File: src/rtl/usub_pkg.sv
package usub_pkg;
  localparam int unsigned USUB_DEFAULT_W = 8;

  // One-bit sum of a full adder: odd parity of the three inputs.
  function automatic logic fa_sum(input logic a, input logic b, input logic c);
    return a ^ b ^ c;
  endfunction

  // One-bit carry: generate, or propagate with an incoming carry.
  function automatic logic fa_carry(input logic a, input logic b, input logic c);
    logic gen;
    logic prop;
    gen  = a & b;
    prop = a ^ b;
    return gen | (prop & c);
  endfunction
endpackage

File: src/rtl/usub_fa_cell.sv
module usub_fa_cell
  import usub_pkg::*;
(
  input  logic a,
  input  logic b,
  input  logic ci,
  output logic s,
  output logic co
);
  always_comb begin
    s  = fa_sum(a, b, ci);
    co = fa_carry(a, b, ci);
  end
endmodule

File: src/rtl/usub_ripple_add.sv
module usub_ripple_add #(
  parameter int unsigned W = usub_pkg::USUB_DEFAULT_W
) (
  input  logic [W-1:0] a,
  input  logic [W-1:0] b,
  input  logic         cin,
  output logic [W-1:0] sum,
  output logic         cout
);
  localparam int unsigned CW = W + 1;

  logic [CW-1:0] chain;
  assign chain[0] = cin;

  for (genvar i = 0; i < W; i++) begin : g_cell
    usub_fa_cell u_cell (
      .a  (a[i]),
      .b  (b[i]),
      .ci (chain[i]),
      .s  (sum[i]),
      .co (chain[i+1])
    );
  end

  assign cout = chain[W];

  // The ripple result must agree with a whole-word addition.
  logic [CW-1:0] wide_chk;
  always_comb begin
    wide_chk = {1'b0, a} + {1'b0, b} + {{W{1'b0}}, cin};
    AST_ADDER_SUM: assert ({cout, sum} == wide_chk) else $error("adder mismatch");
  end
endmodule

File: src/rtl/usub_negate.sv
module usub_negate #(
  parameter int unsigned W = usub_pkg::USUB_DEFAULT_W
) (
  input  logic [W-1:0] x,
  output logic [W-1:0] y
);
  // Scan from the LSB: bits up to and including the first 1 pass through
  // unchanged, and every bit above that is inverted.
  logic [W:0] one_below;
  assign one_below[0] = 1'b0;

  for (genvar i = 0; i < W; i++) begin : g_bit
    assign y[i]           = x[i] ^ one_below[i];
    assign one_below[i+1] = one_below[i] | x[i];
  end

  logic [W-1:0] arith_neg;
  always_comb begin
    arith_neg = ~x + {{(W-1){1'b0}}, 1'b1};
    AST_NEGATE_MATCH: assert (y == arith_neg) else $error("negate mismatch");
  end
endmodule

File: src/rtl/usub_signmag.sv
module usub_signmag #(
  parameter int unsigned W = usub_pkg::USUB_DEFAULT_W
) (
  input  logic [W-1:0] m,
  input  logic [W-1:0] n,
  output logic [W-1:0] mag,
  output logic         neg
);
  // Internal events brought out as named wires.
  logic [W-1:0] n_inv;
  logic [W-1:0] wrap_sum;
  logic         end_carry;
  logic [W-1:0] fixed_sum;

  assign n_inv = ~n;

  usub_ripple_add #(.W(W)) u_add (
    .a    (m),
    .b    (n_inv),
    .cin  (1'b1),
    .sum  (wrap_sum),
    .cout (end_carry)
  );

  usub_negate #(.W(W)) u_fix (
    .x (wrap_sum),
    .y (fixed_sum)
  );

  always_comb begin
    if (end_carry) begin
      mag = wrap_sum;
      neg = 1'b0;
    end else begin
      mag = fixed_sum;
      neg = 1'b1;
    end
  end

  logic [W-1:0] fwd_diff;
  logic [W-1:0] rev_diff;
  always_comb begin
    fwd_diff = m - n;
    rev_diff = n - m;
    AST_SIGN_ORDER:  assert (neg == (m < n)) else $error("sign vs order");
    AST_NO_NEG_ZERO: assert (!(neg && (mag == '0))) else $error("negative zero");
    AST_MAG_FWD:     assert (neg || (mag == fwd_diff)) else $error("fwd magnitude");
    AST_MAG_REV:     assert (!neg || (mag == rev_diff)) else $error("rev magnitude");
  end
endmodule

File: config.mk
export PLATFORM = sky130hd
export DESIGN_NAME = usub_signmag
export DESIGN_NICKNAME = d
export VERILOG_FILES = /design/src/rtl/usub_pkg.sv /design/src/rtl/usub_fa_cell.sv /design/src/rtl/usub_ripple_add.sv /design/src/rtl/usub_negate.sv /design/src/rtl/usub_signmag.sv
export SDC_FILE = /design/constraint.sdc
export NUM_CORES = 1
export LEC_CHECK = 0
export BUFFER_PORTS_ARGS = -buffer_cell sky130_fd_sc_hd__buf_2
export CORE_AREA = 5 5 42 44
export DETAILED_ROUTE_END_ITERATION = 8
export DIE_AREA = 0 0 47 49
export GPL_TIMING_DRIVEN = 1
export MAX_ROUTING_LAYER = met4
export PLACE_DENSITY = 0.73
export RECOVER_POWER = 100
export REMOVE_ABC_BUFFERS = 1
export SYNTH_ARGS = -nofsm -noshare
export SYNTH_HDL_FRONTEND = slang
export SYNTH_HIERARCHICAL = 1
export SYNTH_SLANG_ARGS = --single-unit
export TNS_END_PERCENT = 1
File: constraint.sdc
create_clock -name vclk -period 4.4
set_input_delay 0.22 -clock vclk [all_inputs]
set_output_delay 0.22 -clock vclk [all_outputs]
set_load 0.02 [all_outputs]
==> out/results.tsv <==
metric	value	unit
arrival	4.03	ns
cpPeakStageDelay	0.52	ns
vias_per_cell	3.99	
drtAntennaViolNets	0	
regArea	0	um2
timing.final.ws_setup	0.148	ns
synth_top_cell_by_area	fa_1	
power_density	244	nW/um2
vias	331	
drive_gt1_frac	0.612	
antenna_found_initial	0	
syn_area	447	um2
hold_buffers	0	
dieHeight	49	um
seq_cells	0	
ys.warnings.count	6	
crit_buf_inv	2	
grt_pass1_vias	342	
slew_viol_final	0	
synth_top_cell_area_share	0.359	
crit_path_frequent_cell	fa_2	
dpl_cell_area	581	um2
max_freq	235	MHz
start_util	0.319	
critical-path-slowest-cell	fa_1	
synth.area.top_cells	fa_1 36%, mux2_4 27%, ha_1 17%	
syn_inst	42	
rsz0062_at_grt	no	
synth.most_common_cell	inv_1	
final_cell_area	603	um2
ir_drop	0.0658	mV
place.gp.congestion	0.584	
pin_count	25	
drtIter0Drc	0	
synth.distinct_cells	8	
port_buffers	25	
power_leakage	0.000370	uW
place_hpwl	819	um
p_total	147	uW
yosys-top-cells-count	16 x inv_1, 8 x fa_1, 8 x mux2_4, 6 x ha_1	
wl	817	um
num_rows	14	
end_kind	output pin	
startpoint_type	input port	
wl_per_cell	9.84	um
ys_seq_area_frac	0	
drcViolationCount	0	
crit_fanout	2	
grt_pass1_wl	1500	um
core	1400	um2
fin_crit_sh	0.966	
worstSetupPathType	input port to output pin	
crit_chain	buf_2 -> fa_1 -> fa_2 -> fa_2 -> fa_2 -> fa_2 -> fa_2 -> fa_2 -> fa_1 -> xnor2_1 -> mux2_4 -> clkbuf_2	
fillers	154	
grt_usage	0.0866	
report.final.setup_viol	0	
finalNetCount	99	
dieArea	2300	um2
clkbuf_count	0	
syn2layout_area_growth	35.0	%
multi_input_area	383	um2
critPathRequiredTime	4.18	ns
layout_min_cycle_time	4.25	ns
cp_top_family	adder cells	
diodes	0	
status	finished, final reports clean	
cap_viol_max_count	0	
final-hold-violation-count	0	
hp-class	input port to output pin	
grt_overflow	0	
grt_max_degree	10	
syn_area_per_cell	10.6	um2
utilization	0.430	
die_width	47	um
dp_slack	-0.0598	ns
dr.pass1.iters	1	
layout make-up:
class | instances | area share
Tap cell | 16 | 0.0332
Inverter | 16 | 0.0996
Timing Repair Buffer | 27 | 0.232
Multi-Input combinational cell | 24 | 0.635
stage by stage:
| stage | instances | hold WS (ns) | TNS (ns) |
|---|---|---|---|
| after global placement | 82 | 0.996 | 0 |
| after floorplan | 40 | 0.780 | 0 |
| after detailed placement | 82 | 1.00 | -0.295 |
| after CTS | 82 | 1.00 | 0 |
| after global routing | 83 | 1.06 | 0 |
| final | 83 | 1.02 | 0 |
report_power, final:
part,total [uW],leakage (uW),switching (uW),internal [uW]
Sequential,0,0,0,0
Clock,0,0,0,0
Combinational,147,0.000370,73.1,73.9
cell families after synthesis:
kind of cell,after synthesis,share of synthesized area
buf+inv,18,0.176
xor+xnor,1,0.0196
mux,8,0.269
fa+ha+maj,14,0.527
other cells,1,0.00840
layout by cell type, fill, tap and decap left out:
cell      count
mux2_4        8
buf_4         2
clkbuf_2      7
ha_1          6
buf_2        18
conb_1        1
xnor2_1       1
fa_2          6
fa_1          2
inv_1        16
path summary, 6_finish.rpt:
path              from     end  slack (ns)  depth (start not counted)
setup / recovery  m[0]  mag[7]        0.15                         12
hold / removal    m[6]  mag[6]        1.02                          4
metal layers:
layer	share of wire	GRT usage	wire length, um	up-vias
met1	0.33	0.110	273	150
met2	0.58	0.154	475	11
met3	0.082	0.00738	67	0
met5	0	-	0	-
li1	-	-	-	170
met4	0	0	0	0
what timing repair did:
| item | in CTS | in global routing |
|---|---|---|
| hold endpoints to repair | 0 | 0 |
| cloned | 0 | 0 |
| setup buffers | 0 | 1 |
| endpoints found under the setup margin | 8 | 8 |
| pin swaps | 0 | 2 |
| gates resized for setup | 2 | 5 |
Power figures use the tool's default switching activity.
